File: src/rtl/link_irq_pkg.sv
package link_irq_pkg;
  localparam int OFF_STAT = 'h20;
  localparam int OFF_EN   = 'h24;
  localparam int OFF_GLB  = 'h28;

  // status bit positions
  localparam int B_CRC  = 0;
  localparam int B_LEN  = 1;
  localparam int B_SEQ  = 2;
  localparam int B_RMT  = 3;
  localparam int B_FAT  = 4;
  localparam int B_ERSP = 5;
  localparam int B_EOVF = 6;
  localparam int B_RBF  = 8;
  localparam int B_TOK  = 9;
  localparam int B_RBCE = 11;
  localparam int B_RBUE = 12;
  localparam int B_DEV  = 13;
  localparam int B_RQCE = 14;
  localparam int B_RQUE = 15;

  localparam logic [31:0] SRC_MASK = 32'h0000_FB7F;
endpackage

File: src/rtl/link_seq_check.sv
module link_seq_check #(
  parameter int SEQ_W = 3
) (
  input  logic             clk,
  input  logic             rst_n,
  input  logic             hdr_v,
  input  logic [SEQ_W-1:0] seq,
  output logic             seq_err
);
  logic             have_ref_q;
  logic [SEQ_W-1:0] prev_q;
  logic [SEQ_W-1:0] expect_seq;

  assign expect_seq = prev_q + SEQ_W'(1);
  assign seq_err    = hdr_v && have_ref_q && (seq != expect_seq);

  always_ff @(posedge clk) begin
    if (!rst_n) begin
      have_ref_q <= 1'b0;
      prev_q     <= '0;
    end else if (hdr_v) begin
      have_ref_q <= 1'b1;
      prev_q     <= seq;
    end
  end
endmodule

File: src/rtl/link_len_check.sv
module link_len_check #(
  parameter int LEN_W   = 5,
  parameter int MAX_LEN = 9
) (
  input  logic             hdr_v,
  input  logic [LEN_W-1:0] len,
  input  logic [LEN_W-1:0] dup_len,
  output logic             len_err
);
  localparam logic [LEN_W-1:0] LEN_MAX = LEN_W'(MAX_LEN);

  logic mismatch, out_of_range;

  assign mismatch     = (len != dup_len);
  assign out_of_range = (len == '0) || (len > LEN_MAX);
  assign len_err      = hdr_v && (mismatch || out_of_range);
endmodule

File: src/rtl/link_retry_count.sv
module link_retry_count #(
  parameter int FAIL_LIMIT = 3
) (
  input  logic clk,
  input  logic rst_n,
  input  logic fail,
  input  logic ok,
  output logic fatal_ev
);
  localparam int CNT_W = $clog2(FAIL_LIMIT + 1);
  localparam logic [CNT_W-1:0] LIMIT = CNT_W'(FAIL_LIMIT);
  localparam logic [CNT_W-1:0] ARM   = CNT_W'(FAIL_LIMIT - 1);

  logic [CNT_W-1:0] cnt_q;

  assign fatal_ev = fail && !ok && (cnt_q >= ARM);

  always_ff @(posedge clk) begin
    if (!rst_n)                      cnt_q <= '0;
    else if (ok)                     cnt_q <= '0;
    else if (fail && cnt_q != LIMIT) cnt_q <= cnt_q + CNT_W'(1);
  end
endmodule

File: src/rtl/link_irq_regs.sv
module link_irq_regs
  import link_irq_pkg::*;
#(
  parameter int ADDR_W     = 8,
  parameter int SEQ_W      = 3,
  parameter int LEN_W      = 5,
  parameter int MAX_LEN    = 9,
  parameter int FAIL_LIMIT = 3
) (
  input  logic              clk,
  input  logic              rst_n,
  input  logic [ADDR_W-1:0] bus_addr,
  input  logic              bus_wr,
  input  logic [31:0]       bus_wdata,
  output logic [31:0]       bus_rdata,
  input  logic              crc_fail,
  input  logic              pkt_hdr_valid,
  input  logic [SEQ_W-1:0]  pkt_seq,
  input  logic [LEN_W-1:0]  pkt_len,
  input  logic [LEN_W-1:0]  pkt_dup_len,
  input  logic              remote_retry,
  input  logic              retry_fail,
  input  logic              retry_ok,
  input  logic              err_rsp,
  input  logic              err_rsp_ovf,
  input  logic              retry_buf_full,
  input  logic              tokens_out,
  input  logic              dev_fatal_n,
  input  logic              retry_mem_ecc_fix,
  input  logic              retry_mem_ecc_bad,
  input  logic              rsp_mem_ecc_fix,
  input  logic              rsp_mem_ecc_bad,
  output logic              irq
);
  localparam logic [ADDR_W-1:0] A_STAT = ADDR_W'(OFF_STAT);
  localparam logic [ADDR_W-1:0] A_EN   = ADDR_W'(OFF_EN);
  localparam logic [ADDR_W-1:0] A_GLB  = ADDR_W'(OFF_GLB);

  logic        seq_err, len_err, fatal_ev;
  logic [31:0] ev_vec;
  logic [31:0] stat_q, en_q;
  logic        glb_q;
  logic        hit_stat, hit_en, hit_glb;
  logic [31:0] clr_vec;

  link_seq_check #(.SEQ_W(SEQ_W)) u_seq (
    .clk(clk), .rst_n(rst_n), .hdr_v(pkt_hdr_valid), .seq(pkt_seq),
    .seq_err(seq_err)
  );

  link_len_check #(.LEN_W(LEN_W), .MAX_LEN(MAX_LEN)) u_len (
    .hdr_v(pkt_hdr_valid), .len(pkt_len), .dup_len(pkt_dup_len),
    .len_err(len_err)
  );

  link_retry_count #(.FAIL_LIMIT(FAIL_LIMIT)) u_rty (
    .clk(clk), .rst_n(rst_n), .fail(retry_fail), .ok(retry_ok),
    .fatal_ev(fatal_ev)
  );

  always_comb begin
    ev_vec         = '0;
    ev_vec[B_CRC]  = crc_fail;
    ev_vec[B_LEN]  = len_err;
    ev_vec[B_SEQ]  = seq_err;
    ev_vec[B_RMT]  = remote_retry;
    ev_vec[B_FAT]  = fatal_ev;
    ev_vec[B_ERSP] = err_rsp;
    ev_vec[B_EOVF] = err_rsp_ovf;
    ev_vec[B_RBF]  = retry_buf_full;
    ev_vec[B_TOK]  = tokens_out;
    ev_vec[B_RBCE] = retry_mem_ecc_fix;
    ev_vec[B_RBUE] = retry_mem_ecc_bad;
    ev_vec[B_DEV]  = !dev_fatal_n;
    ev_vec[B_RQCE] = rsp_mem_ecc_fix;
    ev_vec[B_RQUE] = rsp_mem_ecc_bad;
  end

  assign hit_stat = bus_wr && (bus_addr == A_STAT);
  assign hit_en   = bus_wr && (bus_addr == A_EN);
  assign hit_glb  = bus_wr && (bus_addr == A_GLB);
  assign clr_vec  = hit_stat ? bus_wdata : '0;

  // set takes priority over a same-cycle clear
  always_ff @(posedge clk) begin
    if (!rst_n) begin
      stat_q <= '0;
      en_q   <= '0;
      glb_q  <= 1'b0;
    end else begin
      stat_q <= ((stat_q & ~clr_vec) | ev_vec) & SRC_MASK;
      if (hit_en)  en_q  <= bus_wdata & SRC_MASK;
      if (hit_glb) glb_q <= bus_wdata[0];
    end
  end

  always_comb begin
    bus_rdata = '0;
    if (bus_addr == A_STAT)     bus_rdata = stat_q;
    else if (bus_addr == A_EN)  bus_rdata = en_q;
    else if (bus_addr == A_GLB) bus_rdata = {31'b0, glb_q};
  end

  assign irq = glb_q && ((stat_q & en_q) != '0);
endmodule

File: config.mk
export PLATFORM = sky130hd
export DESIGN_NAME = link_irq_regs
export DESIGN_NICKNAME = d
export VERILOG_FILES = /design/src/rtl/link_irq_pkg.sv /design/src/rtl/link_seq_check.sv /design/src/rtl/link_len_check.sv /design/src/rtl/link_retry_count.sv /design/src/rtl/link_irq_regs.sv
export SDC_FILE = /design/constraint.sdc
export NUM_CORES = 1
export LEC_CHECK = 0
export CELL_PAD_IN_SITES_DETAIL_PLACEMENT = 0
export CELL_PAD_IN_SITES_GLOBAL_PLACEMENT = 1
export CORE_MARGIN = 5
export CORE_UTILIZATION = 26
export CTS_BUF_LIST = sky130_fd_sc_hd__clkbuf_8
export DETAILED_ROUTE_END_ITERATION = 16
export PLACE_DENSITY = 0.86
export SLEW_MARGIN = 25
export SYNTH_ARGS = -nofsm -noshare
export SYNTH_HDL_FRONTEND = slang
export SYNTH_SLANG_ARGS = --single-unit
File: constraint.sdc
create_clock -name clk -period 1.2 [get_ports clk]
set_input_delay 0.12 -clock clk [delete_from_list [all_inputs] [get_ports clk]]
set_output_delay 0.12 -clock clk [all_outputs]
set_load 0.03 [all_outputs]
# Word level (Yosys, flattened, before mapping)
# Cells that the tools add are included.
[word_totals]
register_bits = 35
out_inout_bits = 33
wordCells = 42
[classes]
n_addsub = 2
magnitude_cmp = 2
n_eq_ne = 6
n_mux = 4
bitwise = 5
reduce_logical = 17
[ops]
columns = ["op", "n"]
rows = [
  ["2-to-1 mux 16 bit", 3],
  ["AND 16 bit", 2],
  ["nonzero test 32 bit", 1],
  ["equality test 8 x 6 -> 1 bit, second input constant", 3],
  ["NOT 16 bit", 1],
  ["OR 16 bit", 1],
  ["logical AND 1 bit", 10],
  ["greater-than comparator 5 x 4 -> 1 bit, second input constant", 1],
  ["zero test 5 bit", 1],
  ["!= test 5 bit", 1],
  ["adder 3 x 1 -> 3 bit, second input constant", 1],
  ["!= test 3 bit", 1],
  ["adder 2 x 1 -> 2 bit, second input constant", 1],
  [">= comparator 2 bit, second input constant", 1],
  ["zero test 1 bit", 2],
  ["logical OR 1 bit", 2],
  ["!= test 2 bit, second input constant", 1],
  ["OR reduction 2 bit", 1],
  ["2-to-1 mux 1 bit", 1],
  ["NOT 1 bit", 1],
]

# Logic depth before layout (Yosys ltp)
[logic_depth]
depth_word = 6
ltp_mapped = 6

# Modules after synthesis
# From an unflattened synthesis, not the netlist that was laid out.
[hier_totals]
cells_unflattened = 222
area_unflattened_um2 = 2014.4
[by_module_without_submodules]
columns = ["mod", "instances", "cells_per_inst", "area_per_inst_um2"]
rows = [
  ["link_irq_regs", 1, 182, 1601.5],
  ["link_seq_check", 1, 18, 203.9],
  ["link_retry_count", 1, 13, 123.9],
  ["link_len_check", 1, 9, 85.1],
]

# Worst setup path after synthesis
# OpenSTA, ideal clock, no wires.
[synth_timing]
kind = "input to output"
startpoint = "input port bus_addr[4]"
endpoint = "output port bus_rdata[11]"
arrival_ns = 1.206
slack_ns = -0.126
path_stages = 4
cell_sequence = "nor4b_4 > and3_2 > buf_2 > a22o_1"
[synth_between]
elab_chain_cells = 3
word_cells_on_any_way = 4
[synth_rtl]
columns = ["element", "line_no", "source"]
rows = [
  ["start: declaration", "link_irq_regs.sv:12", "input logic [ADDR_W-1:0] bus_addr,"],
  ["equality test 8 x 6 -> 1 bit", "link_irq_regs.sv:100", "else if (bus_addr == A_EN) bus_rdata = en_q;"],
  ["2-to-1 mux 16 bit", "link_irq_regs.sv:100", ""],
  ["2-to-1 mux 16 bit *", "link_irq_regs.sv:99", "if (bus_addr == A_STAT) bus_rdata = stat_q;"],
  ["end: declaration", "link_irq_regs.sv:15", "output logic [31:0] bus_rdata,"],
]
# Mark *: on every way between the ends. The rest lies on a longest branch, timed or not.

# Final worst setup path
[layout_timing]
startpoint = "register stat_q[11]"
endpoint = "output port irq"
[layout_between]
elab_chain_cells = 3
[layout_rtl]
columns = ["element", "line_no", "source"]
rows = [
  ["start: declaration", "link_irq_regs.sv:41", "logic [31:0] stat_q, en_q;"],
  ["start signal: assignment", "link_irq_regs.sv:91", "stat_q <= ((stat_q & ~clr_vec) | ev_vec) & SRC_MASK;"],
  ["AND 16 bit", "link_irq_regs.sv:104", "assign irq = glb_q && ((stat_q & en_q) != '0);"],
  ["nonzero test 32 bit", "link_irq_regs.sv:104", ""],
  ["logical AND 1 bit", "link_irq_regs.sv:104", ""],
  ["end: declaration", "link_irq_regs.sv:33", "output logic irq"],
]
# Every way passes these cells.

==> impl_metrics.json <==
{
  "status": "finished with violations",
  "violations": "negative setup slack",
  "p_total_mw": 2.62,
  "die_area_sq_mm": 0.00932,
  "end_kind": "output pin",
  "synth_top_cells_by_area": "dfxtp_1 36%, buf_4 6.9%, a21boi_0 6.6%",
  "rsz0062_at_grt": "true",
  "die_y_um": 96.5,
  "synth.top_cell.area_share": 0.360,
  "synth.most_common_cell": "dfxtp_1",
  "drt_iter0_drc": 44,
  "syn_area_sq_mm": 0.00195,
  "drc": 0,
  "ios": 103,
  "grt_pass1_wl_mm": 9.51,
  "portBuffers": 66,
  "wl_per_cell_um": 14.3,
  "critPathArrivalTime_ps": 1500,
  "hold_violations": 0,
  "crit_required_ps": 1080,
  "placed_area_sq_mm": 0.00296,
  "ys_warn_count": 0,
  "grt_pass1_vias": 2011,
  "layout.nets": 400,
  "drive_gt1_frac": 0.443,
  "ys.flop_type": "dfxtp_1",
  "crit_fanout": 2,
  "path_class": "reg2out",
  "clk_latency_ps": 280,
  "power_density_mw_per_mm2": 758,
  "cts_tree": "yes",
  "fin_cells": 426,
  "use_met3": 0.0372,
  "fin_crit_ps": 1620,
  "cp-start-kind": "flip-flop",
  "async_reset_ff_frac": 0,
  "syn-instance-count": 209,
  "finalWirelength_mm": 6.09,
  "core_sq_mm": 0.00725,
  "drv_slew": 0,
  "viasPerCell": 4.44,
  "setup_viol": 31,
  "syn2layout_area_growth_pct": 77.2,
  "ant_nets": 0,
  "clock_path_buffers": 2,
  "initial_utilization": 0.268,
  "final_util": 0.476,
  "antenna_found_initial": 0,
  "grt_start_max_net_pins": 19,
  "root_buffer": "clkbuf_8",
  "worst_slack_ps": -425,
  "busiest_layer": "met2",
  "cts_sinks": 35,
  "grt_use_met1": 0.162,
  "clkTransAtPathRegs_ps": 70,
  "htree_levels": 2,
  "reg2reg_from": "u_seq.prev_q[1]",
  "detailed_place_hpwl_mm": 4.38,
  "cts_inserted_buffers": 5,
  "hold_path.startpoint": "crc_fail",
  "dp_cells": 408,
  "die_x_um": 96.5,
  "route.vias.total": 1892,
  "finalClockSkew_ps": 2.75,
  "grt.total_usage": 0.133,
  "hold_path_class": "in2reg",
  "antenna_cells": 0,
  "post-synth-top-area-cell": "dfxtp_1",
  "dpl_worst_slack_ps": -691,
  "place_congestion": 0.806,
  "synth_edf_count": 0,
  "ir_worst_vdd_mv": 0.450,
  "finalCritPeriodShare": 1.35,
  "grt_overflow": 0,
  "cts_hold_buf": 0,
  "max_cap_violations": 0,
  "yosys-top-cells-count": "35 x dfxtp_1, 30 x nand2_1, 18 x buf_4",
  "synth-seq-area-share": 0.360,
  "dr.pass1.iters": 4,
  "avgSynthCellArea_sq_um": 9.32,
  "use_met2": 0.233,
  "clock.fmax_ghz": 0.615,
  "holdWs_ps": 428,
  "fin_area_sq_mm": 0.00345,
  "rows": 31,
  "crit_start": "stat_q[11]",
  "synth_seq_cells": 35,
  "synth_cell_types": 37,
  "fin_tns_setup_ps": -4690,
  "p_leak_nw": 1.44
}
-- cell families after synthesis --
| family | Yosys count | synth area share |
|---|---|---|
| flops | 35 | 0.360 |
| simple gates | 61 | 0.161 |
| xor+xnor | 8 | 0.0360 |
| fa+ha+maj | 3 | 0.0193 |
| buf+inv | 30 | 0.111 |
| mux | 5 | 0.0257 |
| compound gates | 66 | 0.285 |
| other cells | 1 | 0.00193 |
-- registers in the layout, indices dropped and copies added, names as in the netlist --
name              count
u_seq.have_ref_q      1
u_rty.cnt_q           2
stat_q               14
glb_q                 1
u_seq.prev_q          3
en_q                 14
-- layout make-up --
cell class              count  area [sq um]
flip-flops and latches     35           706
well taps                  99           124
inverters                   2          7.51
multi-input cells         161          1320
clock buffers               6          82.6
clock inverters             1          5.00
repair buffers            122          1210
fillers                   691          3800
-- worst paths after layout --
| kind | to | slack (ps) | cells past startpoint |
|---|---|---|---|
| setup / recovery | irq | -420 | 5 |
| hold / removal | stat_q[0] | 430 | 2 |
| setup reg to reg | stat_q[2] | -20 | 5 |
| hold reg to reg | u_seq.have_ref_q | 470 | 1 |
-- layer usage --
layer	part of all wire	wire, um
met5	0	0
met4	0.0077	47
met3	0.073	445
met2	0.50	3040
met1	0.42	2550
-- what timing repair did --
action,CTS,global route
pin swaps,23,30
buffers inserted,8,4
gates resized for setup,93,37
cloned,3,1
setup endpoints to repair,44,38
-- power by group --
group	leakage (nW)	switching [mW]	internal (mW)	total, mW
Clock	0.0470	0.399	0.450	0.850
Combinational	1.11	0.229	0.296	0.525
Sequential	0.289	0.0327	1.21	1.24
Total	1.44	0.661	1.96	2.62
-- worst max-delay path: stages (launching register included) --
cell and delay (ps):
dfxtp_2 320, a22o_1 230, a221oi_2 180, nand3_1 130, o21a_2 230, buf_6 130
-- cells in the final DEF, fill, tap and decap left out, types with 2 or more instances in the layout --
cell type         n
conb_1           18
a21boi_1          2
a22o_4           10
xor2_1            3
ha_1              2
clkbuf_8          6
nor2b_1           5
buf_6            29
mux2i_1           5
nand2_2          16
a21boi_0         13
buf_4            37
dfxtp_1          31
and3_4            3
nand2_4           5
buf_12            4
xnor2_1           5
clkdlybuf4s50_1  43
nand2_1          10
a22oi_1           5
nor3_1            4
nand3_1           3
a32o_1            2
a21boi_2         12
buf_8             2
nor2_1            3
buf_2             5
o21a_1           13
dfxtp_2           4
inv_1             2
a22o_1            4
nand4_1           2
(Power assumes the default switching activity.)
